## config.mk

```make
export PLATFORM = sky130hd
export DESIGN_NAME = symfix_apply
export DESIGN_NICKNAME = d
export VERILOG_FILES = /design/src/rtl/symfix_pkg.sv /design/src/rtl/symfix_map.sv /design/src/rtl/symfix_rmw.sv /design/src/rtl/symfix_tally.sv /design/src/rtl/symfix_apply.sv
export SDC_FILE = /design/constraint.sdc
export NUM_CORES = 1
export LEC_CHECK = 0
export BUFFER_PORTS_ARGS = -buffer_cell sky130_fd_sc_hd__buf_2
export CORE_ASPECT_RATIO = 0.6
export CORE_MARGIN = 2
export CORE_UTILIZATION = 45
export DETAILED_ROUTE_END_ITERATION = 6
export HOLD_SLACK_MARGIN = 0.12
export PLACE_DENSITY = 0.66
export SYNTH_ARGS = -nofsm -noshare
export SYNTH_HDL_FRONTEND = slang
export SYNTH_SLANG_ARGS = --single-unit
```

## constraint.sdc

```tcl
create_clock -name clk -period 6.5 [get_ports clk]
set_input_delay 0.325 -clock clk [delete_from_list [all_inputs] [get_ports clk]]
set_output_delay 0.325 -clock clk [all_outputs]
set_load 0.005 [all_outputs]
```

## src/rtl/symfix_pkg.sv

```systemverilog
// Shared definitions for the symbol error applier.
// Assumes 12-bit symbols packed into 8-bit bytes, two symbols per three bytes.
package symfix_pkg;
    localparam int SYM_W  = 12;
    localparam int BYTE_W = 8;

    typedef logic [BYTE_W-1:0] byte_t;

    // Read-modify-write sequencer states
    typedef enum logic [2:0] {
        ST_IDLE,
        ST_RD0,
        ST_WR0,
        ST_RD1,
        ST_WR1
    } rmw_state_t;
endpackage

```

## src/rtl/symfix_map.sv

```systemverilog
// Maps one symbol position and pattern onto one or two byte updates.
// Purely combinational. Assumes symbol p>0 starts at bit 12p-4 of the buffer.
// Position 0 is an 8-bit symbol. Positions above MAX_POS are rejected.
module symfix_map
    import symfix_pkg::*;
#(
    parameter int POS_W   = 11,
    parameter int ADDR_W  = 12,
    parameter int MAX_POS = 1374
) (
    input  logic [POS_W-1:0]  pos,
    input  logic [SYM_W-1:0]  pat,
    output logic              ok,
    output logic              pair,
    output logic [ADDR_W-1:0] addr0,
    output byte_t             val0,
    output logic [ADDR_W-1:0] addr1,
    output byte_t             val1
);
    localparam int TRI_W = POS_W + 2;

    logic [TRI_W-1:0] tri3;
    logic [TRI_W-2:0] base;

    // Byte index of 3p/2, rounded down
    always_comb begin
        tri3 = {2'b00, pos} + {1'b0, pos, 1'b0};
        base = tri3[TRI_W-1:1];
    end

    // Select addresses and XOR values by position class
    always_comb begin
        ok    = 1'b1;
        pair  = 1'b1;
        addr0 = '0;
        addr1 = '0;
        val0  = '0;
        val1  = '0;
        if (pos > POS_W'(MAX_POS)) begin
            ok   = 1'b0;
            pair = 1'b0;
        end else if (pos == '0) begin
            pair  = 1'b0;
            val0  = pat[7:0];
            ok    = (pat[11:8] == 4'h0);
        end else if (pos[0]) begin
            addr0 = ADDR_W'(base);
            val0  = pat[11:4];
            addr1 = ADDR_W'(base + (TRI_W-1)'(1));
            val1  = {pat[3:0], 4'h0};
        end else begin
            addr0 = ADDR_W'(base - (TRI_W-1)'(1));
            val0  = {4'h0, pat[11:8]};
            addr1 = ADDR_W'(base);
            val1  = pat[7:0];
        end
    end
endmodule

```

## src/rtl/symfix_rmw.sv

```systemverilog
// Read-modify-write sequencer for up to two byte updates per report.
// Assumes a single-port byte RAM with one cycle of read latency.
// Each byte takes one read cycle and one write cycle. The lower address goes first.
module symfix_rmw
    import symfix_pkg::*;
#(
    parameter int ADDR_W = 12
) (
    input  logic              clk,
    input  logic              rst_n,
    input  logic              go,
    input  logic              pair,
    input  logic [ADDR_W-1:0] addr0,
    input  byte_t             val0,
    input  logic [ADDR_W-1:0] addr1,
    input  byte_t             val1,
    output logic              idle,
    output logic              mem_en,
    output logic              mem_we,
    output logic [ADDR_W-1:0] mem_addr,
    output byte_t             mem_wdata,
    input  byte_t             mem_rdata
);
    rmw_state_t        state;
    logic              pair_q;
    logic [ADDR_W-1:0] a0_q, a1_q;
    byte_t             v0_q, v1_q;
    logic              first_half;

    // Capture the update plan when a report is launched
    always_ff @(posedge clk) begin
        if (!rst_n) begin
            pair_q <= 1'b0;
            a0_q   <= '0;
            a1_q   <= '0;
            v0_q   <= '0;
            v1_q   <= '0;
        end else if (go) begin
            pair_q <= pair;
            a0_q   <= addr0;
            a1_q   <= addr1;
            v0_q   <= val0;
            v1_q   <= val1;
        end
    end

    // Step through read and write phases for each byte
    always_ff @(posedge clk) begin
        if (!rst_n) begin
            state <= ST_IDLE;
        end else begin
            unique case (state)
                ST_IDLE: if (go) state <= ST_RD0;
                ST_RD0:  state <= ST_WR0;
                ST_WR0:  state <= pair_q ? ST_RD1 : ST_IDLE;
                ST_RD1:  state <= ST_WR1;
                ST_WR1:  state <= ST_IDLE;
                default: state <= ST_IDLE;
            endcase
        end
    end

    // Drive the RAM port from the current phase
    always_comb begin
        first_half = (state == ST_RD0) || (state == ST_WR0);
        idle       = (state == ST_IDLE);
        mem_en     = !idle;
        mem_we     = (state == ST_WR0) || (state == ST_WR1);
        mem_addr   = first_half ? a0_q : a1_q;
        mem_wdata  = mem_rdata ^ (first_half ? v0_q : v1_q);
    end


    wr_after_rd_chk: assert property (@(posedge clk) disable iff (!rst_n)
        (mem_en && mem_we) |-> ($past(mem_en) && !$past(mem_we) && ($past(mem_addr) == mem_addr)));


    rd_then_wr_chk: assert property (@(posedge clk) disable iff (!rst_n)
        (mem_en && !mem_we) |=> (mem_en && mem_we));
endmodule

```

## src/rtl/symfix_tally.sv

```systemverilog
// Per-page bookkeeping: applied-symbol count, failure flag, end-of-page strobe.
// Assumes page_end may arrive while updates are in flight; done waits for idle.
module symfix_tally #(
    parameter int CNT_W = 8
) (
    input  logic             clk,
    input  logic             rst_n,
    input  logic             ok_hit,
    input  logic             bad_hit,
    input  logic             page_end,
    input  logic             idle,
    output logic             fail_q,
    output logic             end_pend,
    output logic             done,
    output logic [CNT_W-1:0] done_count,
    output logic             done_fail
);
    logic [CNT_W-1:0] cnt;
    logic             fire;

    // Finish the page once the sequencer is quiet
    always_comb fire = idle && end_pend && !done;

    // Track pending end-of-page requests
    always_ff @(posedge clk) begin
        if (!rst_n)        end_pend <= 1'b0;
        else if (page_end) end_pend <= 1'b1;
        else if (fire)     end_pend <= 1'b0;
    end

    // Count applied symbols (saturating) and latch failure
    always_ff @(posedge clk) begin
        if (!rst_n || fire) begin
            cnt    <= '0;
            fail_q <= 1'b0;
        end else begin
            if (ok_hit && (cnt != {CNT_W{1'b1}})) cnt <= cnt + 1'b1;
            if (bad_hit) fail_q <= 1'b1;
        end
    end

    // Present the result for one cycle
    always_ff @(posedge clk) begin
        if (!rst_n) begin
            done       <= 1'b0;
            done_count <= '0;
            done_fail  <= 1'b0;
        end else begin
            done <= fire;
            if (fire) begin
                done_count <= cnt;
                done_fail  <= fail_q;
            end
        end
    end


    done_single_chk: assert property (@(posedge clk) disable iff (!rst_n)
        done |=> !done);
endmodule

```

## src/rtl/symfix_apply.sv

```systemverilog
// Top: accepts correction reports, maps them to byte updates, applies them to
// the page buffer through a single-port RAM, and reports per page.
// Assumes a buffer of DATA_BYTES data bytes followed by SPARE_BYTES spare bytes.
module symfix_apply
    import symfix_pkg::*;
#(
    parameter int DATA_BYTES  = 2048,
    parameter int SPARE_BYTES = 64,
    parameter int MAX_POS     = 1374,
    parameter int POS_W       = 11,
    parameter int CNT_W       = 8,
    parameter int ADDR_W      = $clog2(DATA_BYTES + SPARE_BYTES)
) (
    input  logic              clk,
    input  logic              rst_n,
    input  logic              rep_valid,
    output logic              rep_ready,
    input  logic [POS_W-1:0]  rep_pos,
    input  logic [SYM_W-1:0]  rep_pat,
    input  logic              page_end,
    output logic              mem_en,
    output logic              mem_we,
    output logic [ADDR_W-1:0] mem_addr,
    output logic [BYTE_W-1:0] mem_wdata,
    input  logic [BYTE_W-1:0] mem_rdata,
    output logic              done,
    output logic [CNT_W-1:0]  done_count,
    output logic              done_fail
);
    localparam int BUF_BYTES = DATA_BYTES + SPARE_BYTES;

    logic              map_ok, map_pair;
    logic [ADDR_W-1:0] map_a0, map_a1;
    byte_t             map_v0, map_v1;
    logic              rmw_idle, fail_q, end_pend;
    logic              accept, go, bad;

    // Handshake and launch decisions
    always_comb begin
        rep_ready = rmw_idle && !end_pend;
        accept    = rep_valid && rep_ready;
        go        = accept && map_ok && !fail_q;
        bad       = accept && !map_ok;
    end

    symfix_map #(
        .POS_W  (POS_W),
        .ADDR_W (ADDR_W),
        .MAX_POS(MAX_POS)
    ) u_map (
        .pos  (rep_pos),
        .pat  (rep_pat),
        .ok   (map_ok),
        .pair (map_pair),
        .addr0(map_a0),
        .val0 (map_v0),
        .addr1(map_a1),
        .val1 (map_v1)
    );

    symfix_rmw #(
        .ADDR_W(ADDR_W)
    ) u_rmw (
        .clk      (clk),
        .rst_n    (rst_n),
        .go       (go),
        .pair     (map_pair),
        .addr0    (map_a0),
        .val0     (map_v0),
        .addr1    (map_a1),
        .val1     (map_v1),
        .idle     (rmw_idle),
        .mem_en   (mem_en),
        .mem_we   (mem_we),
        .mem_addr (mem_addr),
        .mem_wdata(mem_wdata),
        .mem_rdata(mem_rdata)
    );

    symfix_tally #(
        .CNT_W(CNT_W)
    ) u_tally (
        .clk       (clk),
        .rst_n     (rst_n),
        .ok_hit    (go),
        .bad_hit   (bad),
        .page_end  (page_end),
        .idle      (rmw_idle),
        .fail_q    (fail_q),
        .end_pend  (end_pend),
        .done      (done),
        .done_count(done_count),
        .done_fail (done_fail)
    );


    no_write_after_fail_chk: assert property (@(posedge clk) disable iff (!rst_n)
        fail_q |-> !mem_en);


    hold_off_chk: assert property (@(posedge clk) disable iff (!rst_n)
        page_end |=> !rep_ready);


    addr_in_buf_chk: assert property (@(posedge clk) disable iff (!rst_n)
        mem_en |-> (int'(mem_addr) < BUF_BYTES));


    launch_reads_chk: assert property (@(posedge clk) disable iff (!rst_n)
        go |=> (mem_en && !mem_we && !rep_ready));
endmodule

```

# Word-level counts from Yosys, hierarchy flattened
# Index checks and enable logic that the tools add are counted.
# totals
ff_bits,64
output_inout_bits,33
elab_cells,68
# op_classes
add_sub_neg,4
order_cmp,1
n_eq_ne,6
n_mux,23
bitwise,1
n_reduce_logical,21
# ops
cell,count
two-way mux 12 bit,7
two-way mux 8 bit,7
adder 11 x 12 -> 13 bit,1
"adder 12 x 1 -> 12 bit, second input constant",1
case mux 3 bit (4 select lines),1
"subtractor 12 x 1 -> 12 bit, second input constant",1
"greater-than comparator 11 bit, second input constant",1
logical NOT 11 bit,1
"adder 8 x 1 -> 8 bit, second input constant",1
logical AND 1 bit,8
"inequality test 8 bit, second input constant",1
XOR 8 bit,1
"== test 3 x 2 -> 1 bit, second input constant",2
logical NOT 1 bit,6
two-way mux 1 bit,6
logical NOT 4 bit,1
"== test 3 x 1 -> 1 bit, second input constant",1
"== test 3 bit, second input constant",1
logical NOT 3 bit,1
logical OR 1 bit,3
two-way mux 3 bit,1
two-way mux 2 bit,1
"inequality test 2 x 1 -> 1 bit, second input constant",1
nonzero test 2 bit,1

# Longest topological paths before layout
# Gate-level depths: netlist of the first run.
# depth
ltp_word,7
mapped_depth,11

# Cells and area by module
# A second synthesis of the first run with hierarchy kept.
# hier_totals
hier_cells,535
hier_area_um2,4665.7
# modules_own_cells
module,instances,cells_each,area_each_um2,seq_area_each_um2
symfix_rmw,1,223,2258.4,880.8
symfix_map,1,229,1557.7,0.0
symfix_tally,1,79,807.0,400.4
symfix_apply,1,4,42.5,0.0

# Least setup slack after synthesis of the first run
# Ideal clock, no wire load.
# synth_timing
path_type,input to register
from,input rep_pos[0]
to,register u_rmw.a0_q[11]
setup_ns,0.087
arrival_time_ns,2.601
setup_slack_ns,3.812
cell_stages,9
n_path_buf,0
path_cell_list,ha_1 fa_1 a211oi_4 nor4_1 nor3b_4 nor4b_4 nand3_2 o31a_1 o31ai_1
# synth_via
elab_chain_len,5
# synth_rtl
element,line,source
start: declaration,symfix_apply.sv:18,"input logic [POS_W-1:0] rep_pos,"
adder 11 x 12 -> 13 bit or logical NOT 11 bit (tied branches),"symfix_map.sv:27, symfix_map.sv:42",
subtractor 12 x 1 -> 12 bit or two-way mux 1 bit (tied branches),"symfix_map.sv:52, symfix_map.sv:42",
two-way mux 12 bit or two-way mux 1 bit (tied branches),"symfix_map.sv:46, symfix_map.sv:39",
two-way mux 12 bit or logical AND 1 bit (tied branches),"symfix_map.sv:42, symfix_apply.sv:42",
two-way mux 12 bit or logical AND 1 bit (tied branches),"symfix_map.sv:39, symfix_apply.sv:42",
end signal: assignment,symfix_rmw.sv:40,a0_q <= addr0;
end: declaration,symfix_rmw.sv:26,"logic [ADDR_W-1:0] a0_q, a1_q;"
# Parallel ways exist; a longest one is shown, timed or not.
# A chain may end at the register's enable or synchronous reset.

# Worst setup path in the final report of the first run
# Ends and elaborated chain as after synthesis.

==> flow_summary.json, run 1 <==
{
  "dieArea_um2": 10340,
  "yosys_warnings": 0,
  "worst_pin_slew_ps": 1130,
  "yosysTopAreaCellShare_pct": 29.92,
  "synth_edf_count": 0,
  "cts_tree": "yes",
  "synth.largest_area_cell": "dfxtp_1",
  "num_io_pins": 68,
  "synth-main-ff-cell": "dfxtp_1",
  "ys_seq_area_share_pct": 29.92,
  "ys_ff_latch": 64,
  "arrival_ps": 3210,
  "p_total_mw": 1.297,
  "syn_avg_cell_area_um2": 8.598,
  "cts_hold_buffers": 0,
  "numPortBuffers": 67,
  "synth_area_leaders": "dfxtp_1 (30%), ha_1 (7.9%), nor2_1 (7.2%), xnor2_1 (5.5%), mux2i_1 (5.4%)",
  "fin_ws_ps": 3528,
  "synth_nets": 561,
  "crit_slowest_cell": "xnor2_1",
  "wire_per_inst_um": 15.01,
  "cts_made_buffers": 9,
  "cp-end-kind": "flop",
  "initial_core_util_pct": 46.43,
  "syn_area_um2": 4282,
  "pwr_density_cell_nw_per_um2": 256.5,
  "min_from": "page_end",
  "grt-ovfl-total": 0,
  "dpl.hpwl_mm": 7.825,
  "drtPass1Iterations": 4,
  "place_area_um2": 4702,
  "hold_path_class": "input pin to flop",
  "slowest_delay_ps": 490,
  "drv_cap": 0,
  "crit_path_start_kind": "input pin",
  "postCtsSetupBuffers": 0,
  "antenna_found_initial": 0,
  "vias": 3741,
  "first_iter_violations": 292,
  "rows": 27,
  "ir_worst_vdd_mv": 0.1537,
  "vias_per_cell": 5.438,
  "clock_skew_ps": 6.579,
  "synth.distinct_cells": 74,
  "worstPathRequired_ps": 6730,
  "setup_viol_count_final": 0,
  "grt_pass1_wl_mm": 16.73,
  "switchingPower_mw": 0.3661,
  "dpl_worst_slack_ps": 3223,
  "ys_top_cells_by_count": "nor2_1 (82), dfxtp_1 (64), nand2_1 (32)",
  "crit_type": "input pin to flop",
  "drcViolationCount": 0,
  "fmax_mhz": 336.5,
  "fill_cells": 855,
  "combinationalPowerShare_pct": 23.6,
  "r2r_start": "u_rmw.state[0]$_SDFFE_PN0P_",
  "finalWirelength_mm": 10.33,
  "final_nets": 616,
  "cts.root.buffer_cell": "clkbuf_16",
  "path_max_fanout": 22,
  "period_share_pct": 45.72,
  "clk_pin_slew_ps": 60,
  "max_slew_margin_pct": 24.24,
  "slew_viol_final": 0,
  "fin_crit_ps": 2972,
  "syn-instance-count": 498,
  "p_leak_nw": 2.164,
  "clock_latency_ps": 330,
  "setup_tns_ps": 0,
  "max-clock-path-buffers": 2,
  "place_congestion": 0.8880,
  "grt_pass1_vias": 3334,
  "p_clk_share_pct": 43.2,
  "stdcell_count": 688,
  "die_x_um": 129.9,
  "grt_max_degree": 44,
  "power_frac_seq_pct": 33.2,
  "p_int_mw": 0.9307,
  "status": "complete, no violations",
  "drive_gt1_share_pct": 22.94,
  "place_inst": 672,
  "crit_start": "rep_pos[0]",
  "rsz0062_at_grt": "no",
  "worstPathCellList": "buf_2 -> ha_1 -> fa_1 -> xnor2_1 -> nand4_1 -> nor4b_4 -> nand3_2 -> o31a_1 -> o31ai_1",
  "antenna_cells": 0,
  "grt_usage_pct": 20.60,
  "fin_area_um2": 5056,
  "cts_resized": 0,
  "fin_util_pct": 54.82,
  "htreeDepth": 3,
  "synthArstFlopShare_pct": 0,
  "finalHoldViolCount": 0,
  "holdWs_ps": 206.6,
  "swShare_pct": 28.23,
  "ant_nets": 0,
  "core_um2": 9223,
  "syn_to_final_growth_pct": 18.09,
  "die_h_um": 79.56,
  "clkSinkCount": 64,
  "synth_most_common_cell": "nor2_1"
}
## layout by cell type (no fill, tap or decap), drive strengths merged, types with 16 or more instances in the layout
master / instances
buf: 70
mux2i: 23
a21oi: 28
dfxtp: 64
ha: 27
nor2: 83
a22oi: 19
mux2: 16
xnor2: 29
inv: 19
nand2: 32
## sequential cells by signal, indices dropped and copies added, names as in the netlist
| name | count |
|---|---|
| u_rmw.a0_q | 12 |
| u_rmw.a1_q | 12 |
| u_rmw.pair_q | 1 |
| u_rmw.state | 3 |
| u_rmw.v0_q | 8 |
| u_rmw.v1_q | 8 |
| u_tally.cnt | 8 |
| u_tally.done | 1 |
| u_tally.done_count | 8 |
| u_tally.done_fail | 1 |
| u_tally.end_pend | 1 |
| u_tally.fail_q | 1 |
## power groups by stage
stage	Clock [mW]	Combinational [mW]	Sequential, mW
after floorplan	0	0.225	0.434
after global placement	0	0.299	0.437
after detailed placement	0	0.304	0.438
after CTS	0.570	0.306	0.430
after global routing	0.589	0.338	0.433
final	0.560	0.307	0.430
## layout make-up
type / instances / area (um2) / area share, %
multi-input cells: 390 / 2833 / 56.03
clock inverters: 6 / 115.1 / 2.277
well taps: 130 / 162.7 / 3.217
repair buffers: 70 / 357.8 / 7.077
flip-flops and latches: 64 / 1281 / 25.34
inverters: 18 / 67.56 / 1.336
clock buffers: 10 / 239.0 / 4.727
## path summary, 6_finish.rpt
| kind | end | slack, ps | cells after the start |
|---|---|---|---|
| max | u_rmw.a0_q[11]$_SDFFE_PN0P_ | 3530 | 9 |
| min | u_tally.end_pend$_SDFFE_PN0P_ | 210 | 3 |
| max reg2reg | u_rmw.a1_q[11]$_SDFFE_PN0P_ | 3620 | 6 |
| min reg2reg | u_rmw.a1_q[10]$_SDFFE_PN0P_ | 450 | 2 |
## per-layer routing
layer,track usage (%),vias to the layer above,routed length [um]
met1,30.69,1765,5430
met3,5.630,11,658
li1,-,1866,-
met2,29.42,99,4174
met4,4.301,0,67
met5,0,-,0
## critical path: cells and delay by family
family                   cells  cell delay, ps
XOR/XNOR                     1             490
AO/OA/AOI/OAI                2             520
AND/OR/NAND/NOR              3             840
adder cells (fa/ha/maj)      2             780
buffers and inverters        1             240
## kinds of logic (layout without fill, tap and decap cells)
logic type | Yosys count | after routing | synth area share [%]
AO/OA/AOI/OAI | 100 | 100 | 17.50
XOR/XNOR | 42 | 42 | 9.381
adder cells (fa/ha/maj) | 28 | 28 | 8.358
buffers and inverters | 44 | 104 | 4.003
flip-flops | 64 | 64 | 29.92
multiplexers | 39 | 39 | 9.585
AND/OR/NAND/NOR | 181 | 181 | 21.25
(Power assumes the default switching activity.)
==> run 2: changes to the inputs <==
- ABC_AREA: default -> 1
- clock period: 6.5 -> 3.05 ns (I/O delays scaled with it)
==> run 2 against run 1 <==
Effect of this change: design area grew 2.9%; clock skew shrank 1.2 ps; flip-flop and latch count is the same; synthesized cell count grew 32%; non-clock buffer count grew 9; combinational power grew to 2.7 times the previous value; worst setup slack lost 2700 ps; via count grew 20%; clock power grew 84%; critical path depth grew 6; die area grew 3.1%; final cell count grew 26%; largest cell class unchanged; largest power group unchanged; highest routed layer unchanged.
==> flow_summary.json, run 2 <==
{
  "synth.distinct_cells": 34,
  "path_delay_family": "simple AND/OR/NAND/NOR gates",
  "clkSinkCount": 64,
  "crit_path_start_kind": "input pin",
  "p_int_mw": 1.896,
  "cts_made_buffers": 9,
  "slew_viol_final": 0,
  "antenna_found_initial": 0,
  "wire_per_inst_um": 13.54,
  "dieArea_um2": 10650,
  "synth_area_leaders": "dfxtp_1 (29%), nand2_1 (16%), ha_1 (7.6%), inv_1 (6.8%), a21oi_1 (6.6%)",
  "htreeDepth": 3,
  "fin_area_um2": 5201,
  "syn-instance-count": 657,
  "worstPathRequired_ps": 3310,
  "switchingPower_mw": 0.9132,
  "setup_viol_count_final": 0,
  "synth-main-ff-cell": "dfxtp_1",
  "max_slew_margin_pct": 64.62,
  "cp-end-kind": "flop",
  "min_from": "rst_n",
  "synth_edf_count": 0,
  "synthArstFlopShare_pct": 0,
  "cts_hold_buffers": 5,
  "syn_area_um2": 4418,
  "syn_avg_cell_area_um2": 6.724,
  "postCtsSetupBuffers": 0,
  "setup_tns_ps": 0,
  "fmax_mhz": 444.7,
  "arrival_ps": 2510,
  "holdWs_ps": 127.8,
  "synth.largest_area_cell": "dfxtp_1",
  "initial_core_util_pct": 47.21,
  "status": "complete, no violations",
  "dpl_worst_slack_ps": 504.8,
  "grt_max_degree": 40,
  "fin_ws_ps": 801.3,
  "ys_top_cells_by_count": "nand2_1 (187), inv_1 (80), dfxtp_1 (64)",
  "place_area_um2": 4851,
  "period_share_pct": 73.73,
  "swShare_pct": 32.50,
  "first_iter_violations": 412,
  "crit_slowest_cell": "fa_1",
  "clock_skew_ps": 5.350,
  "hold_depth": 3,
  "core_um2": 9358,
  "grt_usage_pct": 22.71,
  "top_regs": "u_rmw.a0_q: 12 flops, u_rmw.a1_q: 12 flops",
  "dpl.hpwl_mm": 9.076,
  "hold_path_end": "u_tally.end_pend$_SDFFE_PN0P_",
  "final_nets": 792,
  "yosys_warnings": 0,
  "grt_pass1_wl_mm": 19.10,
  "combinationalPowerShare_pct": 29.8,
  "finalHoldViolCount": 0,
  "worstReg2RegEnd": "u_tally.cnt[5]$_SDFFE_PP0P_",
  "layout_commonest_cell": "nand2_1",
  "r2r_start": "u_rmw.state[0]$_SDFFE_PN0P_",
  "ys_ff_latch": 64,
  "regToRegSetupSlack_ps": 1090,
  "grt-ovfl-total": 0,
  "die_h_um": 80.75,
  "cts_resized": 0,
  "numPortBuffers": 67,
  "ir_worst_vdd_mv": 0.3704,
  "cts.root.buffer_cell": "clkbuf_16",
  "ys_seq_area_share_pct": 29.00,
  "crit_type": "input pin to flop",
  "antenna_cells": 0,
  "drv_cap": 0,
  "finalWirelength_mm": 11.70,
  "worstPathCellList": "buf_2 -> ha_1 -> fa_1 -> inv_1 -> ha_1 -> nand2_1 -> nor2_1 -> nand3_1 -> nor2_1 -> nand2_1 -> nor2_2 -> nand3_1 -> nand2_1 -> nand3_1 -> a21oi_1",
  "r2r_cells": 12,
  "drcViolationCount": 0,
  "p_total_mw": 2.809,
  "hold_path_class": "input pin to flop",
  "crit_buf_inv": 2,
  "num_io_pins": 68,
  "path_max_fanout": 5,
  "cts_tree": "yes",
  "p_leak_nw": 2.456,
  "place_congestion": 0.9375,
  "slowest_delay_ps": 540,
  "ant_nets": 0,
  "power_frac_seq_pct": 33.6,
  "drtPass1Iterations": 6,
  "yosysTopAreaCellShare_pct": 29.00,
  "grt_pass1_vias": 3902,
  "clock_latency_ps": 330,
  "max-clock-path-buffers": 2,
  "rows": 27,
  "pwr_density_cell_nw_per_um2": 540.1,
  "vias_per_cell": 5.179,
  "clk_pin_slew_ps": 50,
  "rsz0062_at_grt": "no",
  "p_clk_share_pct": 36.6,
  "synth_most_common_cell": "nand2_1",
  "die_x_um": 131.9,
  "worst_pin_slew_ps": 526.6,
  "vias": 4475,
  "synth_nets": 720,
  "fin_crit_ps": 2249,
  "syn_to_final_growth_pct": 17.73,
  "final_cell_mix": "nand2_1 (187), inv_1 (80), buf_2 (67), dfxtp_1 (64), a21oi_1 (58)",
  "drive_gt1_share_pct": 18.39
}
==> run 2: cell count changes in the layout (fill, tap and decap cells not counted), sizes merged, moves of 19 or more <==
cell / delta
o21ai: +35
inv: +67
nor2: -38
a21oi: +30
nand2: +164
a22oi: -19
xnor2: -21
nand3: +44
mux2i: -20
==> run 2: through the flow <==
step | util (%) | std cells
2_1_floorplan | - | 657
3_3_place_gp | 51.84 | 843
3_5_place_dp | 51.84 | 843
4_1_cts | 55.58 | 864
5_1_grt | 55.58 | 864
6_report | 55.58 | 864
==> run 2: worst register-to-register path, cell delays in order, from the launching register on <==
cell and delay (ps):
dfxtp_1 330, nor2_2 120, inv_2 50, nor2_2 80, inv_2 70, nor2_4 110
nand2_4 80, nor2_8 140, nand3_4 320, nor2_4 310, nand4_1 110, nand2_1 90
nor2_1 40
==> run 2: layout make-up <==
cell class / count / area (um2)
tap: 130 / 162.7
clock inverter: 3 / 40.04
sequential: 64 / 1281
multi-input combinational: 488 / 2693
timing repair buffer: 79 / 437.9
inverter: 87 / 326.6
fill: 917 / 4156
clock buffer: 13 / 260.3
==> run 2: kinds of logic after synthesis <==
logic type                 count (synthesis)  synth area share, %
AOI/OAI and AO/OA                        118                14.05
xor gates and xnor gates                  11                2.181
adders and majority gates                 28                8.100
buffers and inverters                    105                10.05
DFF                                       64                29.00
muxes                                     15                3.738
and+or+nand+nor                          316                32.88
==> run 2: worst max path at each step <==
stage	startpoint	end	slack [ps]	cells after the start
2_1_floorplan	rep_pos[0]	u_rmw.a0_q[10]$_SDFFE_PN0P_	850	16
3_3_place_gp	rep_pos[1]	u_rmw.a0_q[10]$_SDFFE_PN0P_	610	15
3_5_place_dp	rep_pos[1]	u_rmw.a0_q[10]$_SDFFE_PN0P_	500	15
4_1_cts	rep_pos[1]	u_rmw.a0_q[10]$_SDFFE_PN0P_	840	15
5_1_grt	rep_pos[1]	u_rmw.a0_q[10]$_SDFFE_PN0P_	560	15
6_report	rep_pos[1]	u_rmw.a0_q[10]$_SDFFE_PN0P_	800	15
==> run 2: power groups by stage <==
stage	logic (mW)	registers, mW	clock network (mW)
4_1_cts	0.834	0.944	1.05
5_1_grt	0.943	0.953	1.10
3_3_place_gp	0.811	0.957	0
6_report	0.837	0.944	1.03
2_1_floorplan	0.601	0.951	0
3_5_place_dp	0.824	0.961	0
==> run 2: per-layer routing <==
layer | wire (um) | part of all wire (%) | track usage (%) | vias up
met5 | 0 | 0 | 0 | -
li1 | - | - | - | 2274
met4 | 88 | 0.75 | 5.109 | 0
met3 | 973 | 8.3 | 6.055 | 10
met1 | 6063 | 52 | 34.21 | 2033
met2 | 4577 | 39 | 31.87 | 158
